===== src/rtl/mc_adm_pkg.sv =====
package mc_adm_pkg;

  typedef enum logic [1:0] {
    WM_QUARTER = 2'b00,
    WM_HALF    = 2'b01,
    WM_THREE_Q = 2'b10,
    WM_FULL    = 2'b11
  } wm_sel_e;

endpackage


===== src/rtl/mc_watermark.sv =====
module mc_watermark
  import mc_adm_pkg::*;
#(
  parameter int CAP_W = 9
) (
  input  logic [CAP_W-1:0] cap,
  input  logic [1:0]       sel,
  output logic [CAP_W-1:0] level
);

  logic [CAP_W-1:0] quarter;
  logic [CAP_W-1:0] half;

  assign quarter = cap >> 2;
  assign half    = cap >> 1;

  always_comb begin
    unique case (wm_sel_e'(sel))
      WM_QUARTER: level = quarter;
      WM_HALF:    level = half;
      WM_THREE_Q: level = half + quarter;
      default:    level = cap;
    endcase
  end

endmodule


===== src/rtl/mc_occupancy.sv =====
module mc_occupancy #(
  parameter int CAP_W = 9
) (
  input  logic             clk,
  input  logic             rst_n,
  input  logic             inc,
  input  logic             dec,
  output logic [CAP_W-1:0] occ
);

  localparam logic [CAP_W-1:0] OCC_MAX = {CAP_W{1'b1}};

  logic [CAP_W-1:0] occ_q;
  logic [CAP_W-1:0] occ_d;

  always_comb begin
    occ_d = occ_q;
    unique case ({inc, dec})
      2'b10:   if (occ_q != OCC_MAX) occ_d = occ_q + 1'b1;
      2'b01:   if (occ_q != '0)      occ_d = occ_q - 1'b1;
      default: occ_d = occ_q;
    endcase
  end

  always_ff @(posedge clk) begin
    if (!rst_n) occ_q <= '0;
    else        occ_q <= occ_d;
  end

  assign occ = occ_q;

  AST_OCC_NO_RISE: assert property (@(posedge clk) disable iff (!rst_n)
    !inc |=> occ_q <= $past(occ_q));

  AST_OCC_NO_FALL: assert property (@(posedge clk) disable iff (!rst_n)
    !dec |=> occ_q >= $past(occ_q));

endmodule


===== src/rtl/mc_burst.sv =====
module mc_burst #(
  parameter int FWD_W = 5
) (
  input  logic             clk,
  input  logic             rst_n,
  input  logic             inc,
  input  logic             clr,
  input  logic [FWD_W-1:0] limit,
  output logic             full
);

  localparam logic [FWD_W-1:0] RUN_MAX = {FWD_W{1'b1}};

  logic [FWD_W-1:0] run_q;

  always_ff @(posedge clk) begin
    if (!rst_n)                      run_q <= '0;
    else if (clr)                    run_q <= '0;
    else if (inc && run_q != RUN_MAX) run_q <= run_q + 1'b1;
  end

  assign full = (limit != '0) && (run_q >= limit);

  AST_RUN_CLEARS: assert property (@(posedge clk) disable iff (!rst_n)
    clr |=> run_q == '0);

endmodule


===== src/rtl/mc_admit_ctrl.sv =====
module mc_admit_ctrl #(
  parameter int FWD_W = 5,
  parameter int RSV_W = 6,
  parameter int CAP_W = 9
) (
  input  logic             clk,
  input  logic             rst_n,
  input  logic             arr_valid,
  input  logic             arr_ip,
  input  logic             rel_valid,
  input  logic [FWD_W-1:0] cfg_fwd_limit,
  input  logic [RSV_W-1:0] cfg_rsv,
  input  logic [CAP_W-1:0] cfg_cap,
  input  logic [1:0]       cfg_wm_sel,
  input  logic             cfg_ip_prio,
  output logic             admit,
  output logic             drop,
  output logic [CAP_W-1:0] occupancy
);

  localparam int RSV_EXT = CAP_W - RSV_W;

  logic [CAP_W-1:0] rsv_ext;
  logic [CAP_W-1:0] hard_lim;
  logic [CAP_W-1:0] wm_level;
  logic             run_full;
  logic             hit_hard;
  logic             hit_wm;
  logic             refuse;
  logic             take;
  logic             admit_q;
  logic             drop_q;

  assign rsv_ext  = {{RSV_EXT{1'b0}}, cfg_rsv};
  assign hard_lim = (cfg_cap > rsv_ext) ? (cfg_cap - rsv_ext) : '0;

  mc_watermark #(.CAP_W(CAP_W)) u_wm (
    .cap   (cfg_cap),
    .sel   (cfg_wm_sel),
    .level (wm_level)
  );

  mc_burst #(.FWD_W(FWD_W)) u_run (
    .clk   (clk),
    .rst_n (rst_n),
    .inc   (take),
    .clr   (rel_valid),
    .limit (cfg_fwd_limit),
    .full  (run_full)
  );

  mc_occupancy #(.CAP_W(CAP_W)) u_occ (
    .clk   (clk),
    .rst_n (rst_n),
    .inc   (take),
    .dec   (rel_valid),
    .occ   (occupancy)
  );

  assign hit_hard = occupancy >= hard_lim;
  assign hit_wm   = cfg_ip_prio && !arr_ip && (occupancy >= wm_level);
  assign refuse   = hit_hard || hit_wm || run_full;
  assign take     = arr_valid && !refuse;

  always_ff @(posedge clk) begin
    if (!rst_n) begin
      admit_q <= 1'b0;
      drop_q  <= 1'b0;
    end else begin
      admit_q <= take;
      drop_q  <= arr_valid && refuse;
    end
  end

  assign admit = admit_q;
  assign drop  = drop_q;

  AST_ONE_ANSWER: assert property (@(posedge clk) disable iff (!rst_n)
    arr_valid |=> (admit ^ drop));

  AST_NO_SPURIOUS: assert property (@(posedge clk) disable iff (!rst_n)
    !arr_valid |=> !admit && !drop);

  AST_DROP_NO_GROW: assert property (@(posedge clk) disable iff (!rst_n)
    arr_valid && refuse |=> occupancy <= $past(occupancy));

  AST_UNDER_CEILING: assert property (@(posedge clk) disable iff (!rst_n)
    take |-> occupancy < hard_lim);

endmodule


===== config.mk =====
export PLATFORM = sky130hd
export DESIGN_NAME = mc_admit_ctrl
export DESIGN_NICKNAME = d
export VERILOG_FILES = /design/src/rtl/mc_adm_pkg.sv /design/src/rtl/mc_watermark.sv /design/src/rtl/mc_occupancy.sv /design/src/rtl/mc_burst.sv /design/src/rtl/mc_admit_ctrl.sv
export SDC_FILE = /design/constraint.sdc
export NUM_CORES = 1
export LEC_CHECK = 0
export ABC_AREA = 1
export ABC_CLOCK_PERIOD_IN_PS = 11600
export BUFFER_PORTS_ARGS = -buffer_cell sky130_fd_sc_hd__buf_2
export CAP_MARGIN = 20
export CELL_PAD_IN_SITES_DETAIL_PLACEMENT = 1
export CELL_PAD_IN_SITES_GLOBAL_PLACEMENT = 2
export CORE_MARGIN = 3
export CORE_UTILIZATION = 34
export DETAILED_ROUTE_END_ITERATION = 10
export GPL_ROUTABILITY_DRIVEN = 0
export HOLD_SLACK_MARGIN = 0.12
export PLACE_DENSITY_LB_ADDON = 0.2
export SLEW_MARGIN = 20
export SYNTH_ARGS = -nofsm -noshare
export SYNTH_HDL_FRONTEND = slang
export SYNTH_SLANG_ARGS = --single-unit

===== constraint.sdc =====
create_clock -name clk -period 11.6 [get_ports clk]
set_input_delay 0 -clock clk [delete_from_list [all_inputs] [get_ports clk]]
set_output_delay 0 -clock clk [all_outputs]
set_load 0.1 [all_outputs]

==> Word-level counts from Yosys, hierarchy flattened <==
Cells that the tools add are included.
{ "totals": {"in_bits": 28, "output_inout_bits": 11, "regBits": 16} }
{ "op_classes": {"n_reduce_logical": 16, "muxes": 5, "bitwise_logic": 1, "addsub": 5, "n_eq_ne": 8, "n_lt_le_gt_ge": 4} }
{ "op_table": {"columns": ["operator", "n"], "rows": [
  ["9-bit two-way mux", 3],
  ["9-bit case mux with 3 select lines", 1],
  ["9-bit >= comparator", 2],
  ["9-bit case mux with 2 select lines", 1],
  ["8-bit by 7-bit adder with 9-bit output", 1],
  ["9-bit by 1-bit adder with 9-bit output (second input constant)", 1],
  ["9-bit by 6-bit greater-than comparator with 1-bit output", 1],
  ["9-bit != test (second input constant)", 1],
  ["9-bit nonzero test", 1],
  ["9-bit by 1-bit subtractor with 9-bit output (second input constant)", 1],
  ["9-bit by 6-bit subtractor with 9-bit output", 1],
  ["1-bit logical AND", 6],
  ["5-bit by 1-bit adder with 5-bit output (second input constant)", 1],
  ["5-bit >= comparator", 1],
  ["5-bit != test (second input constant)", 1],
  ["5-bit nonzero test", 1],
  ["2-bit by 1-bit == test with 1-bit output (second input constant)", 2],
  ["2-bit == test (second input constant)", 2],
  ["2-bit by 1-bit != test with 1-bit output (second input constant)", 2],
  ["3-bit AND reduction", 1],
  ["1-bit zero test", 2],
  ["2-bit zero test", 1],
  ["1-bit logical OR", 2],
  ["2-bit nonzero test", 1],
  ["other kinds (2)", 2]
]} }

==> Logic depth before layout (Yosys ltp) <==
Gate-level depths: netlist of the first run.
{ "depth": {"word_depth": 11, "ltp_mapped": 34, "ltp_nobuf": 34} }

==> Cells and area by module <==
Synthesis of the first run repeated with hierarchy kept, for this count alone.
{ "hier_totals": {"cells_unflattened": 500, "hier_area_um2": 2901.5} }
{ "by_module_without_submodules": {"columns": ["mod", "area_each_um2", "instances", "seq_area_each_um2", "cells_per_inst"], "rows": [
  ["mc_admit_ctrl", 1017.2, 1, 40.0, 176],
  ["mc_occupancy", 858.3, 1, 180.2, 145],
  ["mc_watermark", 616.8, 1, 0.0, 118],
  ["mc_burst", 409.1, 1, 100.1, 61]
]} }

==> Worst setup path before layout of the first run <==
No wires, ideal clock.
{ "synth_path": {"path_type": "input port to flip-flop", "from": "input cfg_cap[0]", "to": "register u_occ.occ_q[7], in the netlist u_occ.occ[7]", "slack_ns": 7.678, "required_ns": 11.477, "arrival_time_ns": 3.799, "cell_stages": 30, "setup_ns": 0.123, "path_cell_list": "inv_1 -> ha_1 -> inv_1 -> fa_1 -> nand3_1 -> and2_1 -> nor2_2 -> nor2_1 -> nor2_2 -> nor2_1 -> nand2_1 -> xor2_1 -> nand2_1 -> ha_1 -> nand2_1 -> inv_1 -> a21oi_2 -> nand3_1 -> nor2_2 -> nand3_4 -> nor2_8 -> inv_2 -> ha_1 -> ha_1 -> nand3_1 -> nand3b_1 -> nand4_1 -> and3_1 -> xor2_1 -> a21oi_1"} }
{ "synth_via": {"elab_chain_len": 10, "elab_cells_between_ends": 18, "classes_between": "add/sub (1); order compare (3); eq/ne (4); mux (3); reduce/logical (7)"} }
{ "synth_rtl": {"columns": ["item", "line_no", "source"], "rows": [
  ["start, declared", "mc_admit_ctrl.sv:13", "input logic [CAP_W-1:0] cfg_cap,"],
  ["9-bit by 6-bit subtractor with 9-bit output (tied with other cells)", "mc_admit_ctrl.sv:35", "assign hard_lim = (cfg_cap > rsv_ext) ? (cfg_cap - rsv_ext) : '0;"],
  ["9-bit two-way mux or 9-bit >= comparator (tied branches)", "mc_admit_ctrl.sv:35, mc_admit_ctrl.sv:61", null],
  ["9-bit >= comparator or 1-bit logical AND (tied branches)", "mc_admit_ctrl.sv:60, mc_admit_ctrl.sv:61", null],
  ["1-bit logical OR * (2 in series)", "mc_admit_ctrl.sv:62", "assign refuse = hit_hard || hit_wm || run_full;"],
  ["1-bit zero test *", "mc_admit_ctrl.sv:63", "assign take = arr_valid && !refuse;"],
  ["1-bit logical AND *", "mc_admit_ctrl.sv:63", null],
  ["net take", "mc_admit_ctrl.sv:30", "logic take;"],
  ["2-bit by 1-bit == test with 1-bit output or 2-bit == test (tied branches)", "mc_occupancy.sv:18", "unique case ({inc, dec})"],
  ["2-bit by 1-bit != test with 1-bit output (no source line) or 2-bit nonzero test (tied branches)", null, null],
  ["3-bit AND reduction (no source line)", null, null],
  ["end signal, assigned", "mc_occupancy.sv:26", "if (!rst_n) occ_q <= '0;"],
  ["end signal, assigned", "mc_occupancy.sv:27", "else occ_q <= occ_d;"],
  ["end, declared", "mc_occupancy.sv:13", "logic [CAP_W-1:0] occ_q;"]
]} }
Mark *: on every way through the listed nets, which the timed path passes. The rest lies on a longest branch.
A chain may end at the register's enable or synchronous reset.

==> Worst setup path after layout of the first run <==
{ "layout_path": {"from": "input cfg_cap[0]", "to": "register u_occ.occ_q[8], in the netlist u_occ.occ[8]"} }
The elaborated chain is that of the path after synthesis.

==> results.sh, run 1 <==
export IMPL_wl_per_cell_microns=13.4
export IMPL_htree_levels=1
export IMPL_synthTopCellsByCount="82 x nand2_1, 62 x inv_1, 51 x ha_1"
export IMPL_syn_avg_cell_area_sq_um=6.53
export IMPL_max_stage_delay_ns=0.41
export IMPL_cts_tree="yes"
export IMPL_critPathArrivalTime_ns=4.45
export IMPL_cap_violations=0
export IMPL_ys_flop_type="dfxtp_1"
export IMPL_drt_iter0_drc=36
export IMPL_synth_seq_area_share_pct=12.2
export IMPL_drcViolationCount=0
export IMPL_diodes=0
export IMPL_num_rows=31
export IMPL_start_kind="input port"
export IMPL_drive_gt1_share_pct=13.3
export IMPL_core_area_sq_um=7370
export IMPL_power_density_nw_per_um2=196
export IMPL_grt_max_degree=18
export IMPL_max_slew_margin_rel_pct=52.3
export IMPL_dp_hpwl_mm=6.13
export IMPL_power_total_mw=0.590
export IMPL_crit_path_end_kind="register"
export IMPL_finalWorstSetupSlack_ns=7.33
export IMPL_io_buffers=38
export IMPL_grt_remaining_overflow=0
export IMPL_grt_pass1_vias=2642
export IMPL_cts_sinks=16
export IMPL_crit_path_max_fanout=9
export IMPL_wl_mm=7.29
export IMPL_die_area_sq_um=8800
export IMPL_rsz0062_at_grt="no"
export IMPL_vdd_ir_drop_max_v=0.0000738
export IMPL_setup_violations=0
export IMPL_track_usage_pct=16.7
export IMPL_synthArstFlopShare_pct=0
export IMPL_synth_distinct_cells=34
export IMPL_syn_cell_area_sq_um=2620
export IMPL_cp_slowest_cell="fa_1"
export IMPL_synth_edf_count=0
export IMPL_antenna_found_initial=0
export IMPL_hold_slack_ns=0.120
export IMPL_start_util_pct=35.6
export IMPL_clk_path_buf_depth=2
export IMPL_ant_nets=0
export IMPL_p_leak_nw=1.64
export IMPL_synth_nets=483
export IMPL_grt_pass1_wl_mm=12.2
export IMPL_postLayoutCoreUtil_pct=40.9
export IMPL_ys_seq_elements=16
export IMPL_outcome="finished clean"
export IMPL_fp_dieH_microns=93.8
export IMPL_finClkSkew_ns=0.00434
export IMPL_hp_class="input port to register"
export IMPL_synth_area_leaders="ha_1 24%, dfxtp_1 12%, nand2_1 12%, inv_1 8.9%, a21oi_1 5.7%"
export IMPL_fin_tns_setup_ns=0
export IMPL_hold_viol=0
export IMPL_cts_made_buffers=3
export IMPL_post_route_period_util_pct=36.8
export IMPL_die_w_microns=93.8
export IMPL_crit_required_ns=11.78
export IMPL_layout_nets=528
export IMPL_yosysWarningCount=0
export IMPL_drv_slew=0
export IMPL_worst_pin_slew_ns=0.715
export IMPL_viasPerCell=5.02
export IMPL_fmax_mhz=234
export IMPL_crit_path_frequent_cell="nand2_1"
export IMPL_synth_top_area_share_pct=24.4
export IMPL_post_place_ws_ns=7.07
export IMPL_period_minus_slack_ns=4.27
export IMPL_yosysTopAreaCell="ha_1"
export IMPL_synthCells=401
export IMPL_clock_latency_ns=0.25
export IMPL_path_clk_slew_ns=0.06
export IMPL_vias=2731
export IMPL_ios=39
export IMPL_synth_most_common_cell="nand2_1"
export IMPL_cts_root_buf="clkbuf_8"
export IMPL_dr_pass1_iters=4
export IMPL_path_class="input port to register"
export IMPL_areaGrowthSynthToFinish_pct=14.9
==> path summary, 6_finish.rpt <==
| path | endpoint | cells past startpoint | slack (ns) | startpoint |
|---|---|---|---|---|
| setup / recovery | u_occ.occ[8] | 33 | 7.33 | cfg_cap[0] |
| hold / removal | u_run.run_q[1] | 4 | 0.12 | rel_valid |
| setup reg to reg | u_occ.occ[8] | 20 | 8.16 | u_occ.occ[0] |
| hold reg to reg | u_run.run_q[4] | 2 | 0.52 | u_run.run_q[4] |
==> routing by layer <==
layer | GRT usage, % | part of all wire, % | up-vias | wire (microns)
met3 | 1.04 | 2.4 | 6 | 173
met1 | 22.2 | 49 | 1254 | 3580
met5 | 0 | 0 | - | 0
met4 | 2.05 | 0.77 | 0 | 56
li1 | - | - | 1429 | -
met2 | 30.4 | 48 | 42 | 3480
==> worst max-delay path, delay by kind of cell <==
family,cells,cell delay [ns]
fa+ha+maj,5,1.64
buf+inv,5,0.41
compound gates,1,0.15
xor+xnor,2,0.28
simple gates,20,1.95
==> layout make-up <==
| cell class | instances | area [sq um] |
|---|---|---|
| timing repair buffer | 41 | 220 |
| multi-input combinational | 318 | 2040 |
| clock buffer | 4 | 55.1 |
| tap | 99 | 124 |
| fill | 993 | 4360 |
| sequential | 16 | 320 |
| inverter | 66 | 248 |
==> cell families after synthesis <==
group           after synthesis  synth area share [%]
compound gates               71                  15.5
xor+xnor                     13                  4.35
fa+ha+maj                    54                  26.6
buf+inv                      67                  9.74
flops                        16                  12.2
simple gates                180                  31.5
==> what timing repair did <==
action,CTS,global route
gates resized for setup,0,0
endpoints found under the hold margin,7,0
setup buffers,0,0
hold buffers,3,0
==> registers in the layout, indices dropped and copies added, names as in the netlist <==
signal and flops:
u_occ.occ 9, u_run.run_q 5, admit 1, drop 1
==> through the flow <==
step,area (sq um),std cells
after global placement,2930,537
after floorplan,2620,401
after global routing,3010,544
after CTS,3010,544
final,3010,544
after detailed placement,2930,537
==> placed cells by master, fill, tap and decap left out, types with 2 or more instances in the layout <==
cell type,Yosys,layout
dfxtp_1,16,16
nor3_1,4,4
xnor2_1,3,3
a211oi_2,2,2
a21oi_1,30,30
o21ai_0,19,19
o22ai_1,2,2
nor2_1,36,36
inv_1,62,62
nor2_2,4,4
nor4_1,2,2
nand3b_1,2,2
a21o_1,3,3
xor2_1,10,10
inv_2,3,3
buf_2,0,38
o2111ai_1,2,2
nand3_1,30,30
o21ai_1,8,8
nand4_1,10,10
ha_1,51,51
fa_1,3,3
and3_1,2,2
dlygate4sd3_1,0,3
nand2_1,82,82
a21oi_2,2,2
clkbuf_8,0,4
nand2_2,3,3
a221oi_1,2,2
==> report_power, final <==
part | internal, mW | switching, mW | leakage (nW)
Sequential | 0.0725 | 0.0360 | 0.132
Combinational | 0.133 | 0.299 | 1.48
Clock | 0.0301 | 0.0199 | 0.0288
Total | 0.235 | 0.355 | 1.64
Power figures use the tool's default switching activity.
==> run 2, diff against run 1 <==
--- a/config.mk
+++ b/config.mk
@@ -6,13 +6,13 @@
 export NUM_CORES = 1
 export LEC_CHECK = 0
 export ABC_AREA = 1
-export ABC_CLOCK_PERIOD_IN_PS = 11600
+export ABC_CLOCK_PERIOD_IN_PS = 3600
 export BUFFER_PORTS_ARGS = -buffer_cell sky130_fd_sc_hd__buf_2
 export CAP_MARGIN = 20
 export CELL_PAD_IN_SITES_DETAIL_PLACEMENT = 1
 export CELL_PAD_IN_SITES_GLOBAL_PLACEMENT = 2
 export CORE_MARGIN = 3
-export CORE_UTILIZATION = 34
+export CORE_UTILIZATION = 29
 export DETAILED_ROUTE_END_ITERATION = 10
 export GPL_ROUTABILITY_DRIVEN = 0
 export HOLD_SLACK_MARGIN = 0.12
==> constraint.sdc (replaced) <==
create_clock -name clk -period 3.6 [get_ports clk]
set_input_delay 0 -clock clk [delete_from_list [all_inputs] [get_ports clk]]
set_output_delay 0 -clock clk [all_outputs]
set_load 0.1 [all_outputs]
==> results.sh, run 2 (same netlist as run 1, synthesis figures left out) <==
export IMPL_cp_slowest_cell="fa_2"
export IMPL_power_density_nw_per_um2=648
export IMPL_dr_pass1_iters=4
export IMPL_final_instance_count_excl_fill=632
export IMPL_cts_root_buf="clkbuf_8"
export IMPL_die_area_sq_um=10200
export IMPL_hp_start="rel_valid"
export IMPL_finClkSkew_ns=0.00222
export IMPL_violations="negative setup slack"
export IMPL_ant_nets=0
export IMPL_htree_levels=1
export IMPL_cts_made_buffers=3
export IMPL_viasPerCell=4.87
export IMPL_post_place_ws_ns=-0.511
export IMPL_ios=39
export IMPL_io_buffers=38
export IMPL_largest_reg_flops=9
export IMPL_hold_viol=0
export IMPL_cts_tree="yes"
export IMPL_drcViolationCount=0
export IMPL_fp_dieH_microns=101
export IMPL_max_stage_delay_ns=0.35
export IMPL_critPathArrivalTime_ns=3.93
export IMPL_max_slew_margin_rel_pct=66.6
export IMPL_clk_path_buf_depth=2
export IMPL_num_rows=34
export IMPL_crit_required_ns=3.74
export IMPL_crit_path_end_kind="register"
export IMPL_outcome="complete, but fails checks"
export IMPL_start_util_pct=29.9
export IMPL_dp_hpwl_mm=7.22
export IMPL_p_leak_nw=2.07
export IMPL_rsz0062_at_grt="yes"
export IMPL_antenna_found_initial=0
export IMPL_wl_per_cell_microns=14.6
export IMPL_r2r_cells=21
export IMPL_highest_signal_layer="met4"
export IMPL_grt_max_degree=18
export IMPL_dp_cells=602
export IMPL_layout_commonest_cell="nand2_1"
export IMPL_crit_path_max_fanout=8
export IMPL_wl_mm=9.21
export IMPL_worst_pin_slew_ns=0.500
export IMPL_r2r_end="u_occ.occ[7]"
export IMPL_postLayoutCoreUtil_pct=46.1
export IMPL_start_kind="input port"
export IMPL_drt_iter0_drc=43
export IMPL_nFillCells=1108
export IMPL_finalWorstSetupSlack_ns=-0.188
export IMPL_fin_tns_setup_ns=-0.708
export IMPL_diodes=0
export IMPL_wl_met1_mm=4.29
export IMPL_core_area_sq_um=8760
export IMPL_critPathBufInv=6
export IMPL_cap_violations=0
export IMPL_track_usage_pct=17.9
export IMPL_areaGrowthSynthToFinish_pct=54.1
export IMPL_holdPathEnd="u_run.run_q[4]"
export IMPL_hp_class="input port to register"
export IMPL_fmax_mhz=264
export IMPL_period_minus_slack_ns=3.79
export IMPL_layout_nets=607
export IMPL_layout_common_cells="76 x nand2_1, 73 x buf_4, 54 x inv_1"
export IMPL_hold_slack_ns=0.138
export IMPL_path_class="input port to register"
export IMPL_cts_sinks=16
export IMPL_cpLargestDelayFamily="simple AND/OR/NAND/NOR gates"
export IMPL_r2r_slack_ns=0.26
export IMPL_drv_slew=0
export IMPL_setup_violations=8
export IMPL_grt_pass1_vias=3171
export IMPL_clock_latency_ns=0.25
export IMPL_grt_remaining_overflow=0
export IMPL_vdd_ir_drop_max_v=0.000293
export IMPL_grt_pass1_wl_mm=15.0
export IMPL_die_w_microns=101
export IMPL_drive_gt1_share_pct=37.0
export IMPL_vias=3079
export IMPL_wl_met2_mm=4.71
export IMPL_path_clk_slew_ns=0.06
export IMPL_worstReg2RegStart="u_occ.occ[6]"
export IMPL_whs_path_depth=4
export IMPL_post_route_period_util_pct=105
export IMPL_wl_met3_microns=169
run 2: layer usage:
metal  vias up  global-route usage [%]
li1       1586                       -
met1      1462                    24.0
met2        27                    32.3
met3         4                    1.59
met4         0                    1.33
met5         -                       0
run 2: stage by stage:
stage | cell area [sq um] | power, mW
after global routing | 4040 | 2.84
after CTS | 3850 | 2.44
after detailed placement | 3470 | 2.01
after global placement | 3470 | 1.97
after floorplan | 2710 | 1.49
final | 4040 | 2.62
run 2: worst register-to-register path, stage by stage, from the launching register on:
cell	delay, ns
dfxtp_1	0.63
ha_1	0.34
buf_6	0.12
nand2_2	0.04
nand2_1	0.05
nand2_1	0.06
nand2_1	0.05
nor2_1	0.12
nand2_1	0.11
nand2_2	0.09
nand3_4	0.09
nor2_8	0.13
inv_4	0.04
ha_4	0.19
buf_6	0.13
ha_4	0.25
nand3_2	0.06
nand3b_1	0.17
nand4_1	0.11
and3_1	0.20
xor2_1	0.17
a21oi_1	0.08
run 2: repair_timing:
item	4_1_cts	5_1_grt
hold endpoints to repair	7	0
pin swaps	21	26
setup buffers	15	8
endpoints found under the setup margin	9	10
resized for setup	36	24
hold buffers	3	0
run 2: final cells by class:
cell class / instances / area, sq um / share of cell area, %
Multi-Input combinational cell: 318 / 2370 / 58.8
Timing Repair Buffer: 120 / 896 / 22.2
Sequential cell: 16 / 320 / 7.94
Inverter: 66 / 255 / 6.32
Tap cell: 108 / 135 / 3.35
Clock buffer: 4 / 55.1 / 1.36
run 2: how the worst max path moves through the flow:
| stage | from | endpoint | cells past startpoint |
|---|---|---|---|
| after floorplan | cfg_cap[0] | u_occ.occ[8] | 32 |
| after global placement | cfg_cap[2] | u_occ.occ[8] | 34 |
| after detailed placement | cfg_cap[2] | u_occ.occ[8] | 34 |
| after CTS | cfg_cap[0] | u_occ.occ[8] | 33 |
| after global routing | cfg_cap[2] | u_occ.occ[8] | 36 |
| final | cfg_cap[0] | u_occ.occ[7] | 32 |
run 2: power by group:
part           total [mW]  internal, mW  switching, mW  leakage, nW
logic                2.08         0.907           1.18         1.91
clock network       0.160        0.0971         0.0626       0.0288
registers           0.373         0.234          0.140        0.132
==> run 3, diff against run 2 <==
--- a/config.mk
+++ b/config.mk
@@ -17,6 +17,7 @@
 export GPL_ROUTABILITY_DRIVEN = 0
 export HOLD_SLACK_MARGIN = 0.12
 export PLACE_DENSITY_LB_ADDON = 0.2
+export SKIP_CTS_REPAIR_TIMING = 1
 export SLEW_MARGIN = 20
 export SYNTH_ARGS = -nofsm -noshare
 export SYNTH_HDL_FRONTEND = slang
==> results.sh, run 3 (same netlist as run 1, synthesis figures left out) <==
export IMPL_drt_iter0_drc=71
export IMPL_finClkSkew_ns=0.00308
export IMPL_post_route_period_util_pct=103
export IMPL_crit_path_frequent_cell="nor2_2"
export IMPL_fin_tns_setup_ns=-0.205
export IMPL_power_total_mw=2.40
export IMPL_layout_common_cells="74 x nand2_1, 62 x buf_4, 57 x inv_1"
export IMPL_path_clk_slew_ns=0.06
export IMPL_wl_mm=8.87
export IMPL_fp_dieH_microns=101
export IMPL_core_area_sq_um=8760
export IMPL_drcViolationCount=0
export IMPL_worst_pin_slew_ns=0.558
export IMPL_cts_tree="yes"
export IMPL_violations="negative setup slack"
export IMPL_crit_required_ns=3.74
export IMPL_grt_max_degree=18
export IMPL_ios=39
export IMPL_cap_violations=0
export IMPL_max_stage_delay_ns=0.35
export IMPL_setup_violations=3
export IMPL_crit_path_end_kind="register"
export IMPL_layout_nets=593
export IMPL_finalWorstSetupSlack_ns=-0.102
export IMPL_critPathArrivalTime_ns=3.84
export IMPL_hp_class="input port to register"
export IMPL_clock_latency_ns=0.25
export IMPL_grt_remaining_overflow=0
export IMPL_dp_hpwl_mm=7.22
export IMPL_viasPerCell=4.88
export IMPL_cp_slowest_cell="fa_2"
export IMPL_ant_nets=0
export IMPL_htree_levels=1
export IMPL_outcome="complete, but fails checks"
export IMPL_cts_made_buffers=3
export IMPL_drive_gt1_share_pct=34.7
export IMPL_io_buffers=38
export IMPL_period_minus_slack_ns=3.70
export IMPL_path_class="input port to register"
export IMPL_track_usage_pct=16.8
export IMPL_die_area_sq_um=10200
export IMPL_clk_path_buf_depth=2
export IMPL_grt_pass1_wl_mm=14.2
export IMPL_antenna_found_initial=0
export IMPL_cts_sinks=16
export IMPL_hold_viol=0
export IMPL_dr_pass1_iters=4
export IMPL_vias=3017
export IMPL_whs_path_depth=4
export IMPL_cts_root_buf="clkbuf_8"
export IMPL_die_w_microns=101
export IMPL_largest_reg_flops=9
export IMPL_p_leak_nw=2.01
export IMPL_r2r_cells=20
export IMPL_power_density_nw_per_um2=613
export IMPL_fmax_mhz=270
export IMPL_crit_path_max_fanout=4
export IMPL_start_kind="input port"
export IMPL_rsz0062_at_grt="yes"
export IMPL_diodes=0
export IMPL_grt_pass1_vias=3027
export IMPL_num_rows=34
export IMPL_drv_slew=0
export IMPL_vdd_ir_drop_max_v=0.000303
export IMPL_areaGrowthSynthToFinish_pct=49.7
export IMPL_max_slew_margin_rel_pct=62.7
export IMPL_layout_commonest_cell="nand2_1"
export IMPL_start_util_pct=29.9
export IMPL_wl_per_cell_microns=14.4
==> run 3: changes by cell type in the layout (fill, tap and decap cells not counted), sizes merged <==
cell	previous run	this run
buf	117	103
==> run 3: cell type report <==
cell class / instances / area, sq um
clock buffers: 4 / 55.1
fillers: 1106 / 4840
inverters: 66 / 255
multi-input cells: 318 / 2380
flip-flops and latches: 16 / 320
well taps: 108 / 135
repair buffers: 106 / 773
==> run 3: critical path: cells and delay by family <==
family | cells | cell delay (ns)
AO/OA/AOI/OAI | 2 | 0.21
buffers and inverters | 6 | 0.43
XOR/XNOR | 2 | 0.29
AND/OR/NAND/NOR | 17 | 1.77
adder cells (fa/ha/maj) | 5 | 1.13
==> run 3: worst paths after layout <==
kind / startpoint / endpoint / slack [ns]
min reg2reg: u_run.run_q[4] / u_run.run_q[4] / 0.53
min: rel_valid / u_run.run_q[4] / 0.14
max: cfg_cap[0] / u_occ.occ[7] / -0.10
max reg2reg: u_occ.occ[4] / u_occ.occ[7] / 0.33
==> run 3: routing by layer <==
layer,GRT usage [%],share of wire [%],vias up
met2,29.7,50,33
met5,0,0,-
met1,23.1,47,1420
met4,1.02,0.44,0
li1,-,-,1560
met3,1.45,2.2,4
==> run 3: through the flow <==
| step | hold slack, ns | worst slack, ns | std cells | area, sq um | util (%) |
|---|---|---|---|---|---|
| global placement | 0.267 | -0.351 | 602 | 3470 | 39.6 |
| global route | 0.188 | -0.403 | 618 | 3920 | 44.7 |
| finish | 0.142 | -0.102 | 618 | 3920 | 44.7 |
| detailed placement | 0.271 | -0.511 | 602 | 3470 | 39.6 |
| floorplan | 0.126 | 0.00324 | 401 | 2710 | - |
| CTS | 0.00865 | -0.272 | 606 | 3530 | 40.2 |
==> run 3: report_power, final <==
| part | total [mW] | leakage, nW | switching, mW | internal (mW) |
|---|---|---|---|---|
| Combinational | 1.87 | 1.85 | 1.11 | 0.763 |
| Clock | 0.160 | 0.0288 | 0.0628 | 0.0970 |
| Sequential | 0.373 | 0.132 | 0.139 | 0.234 |
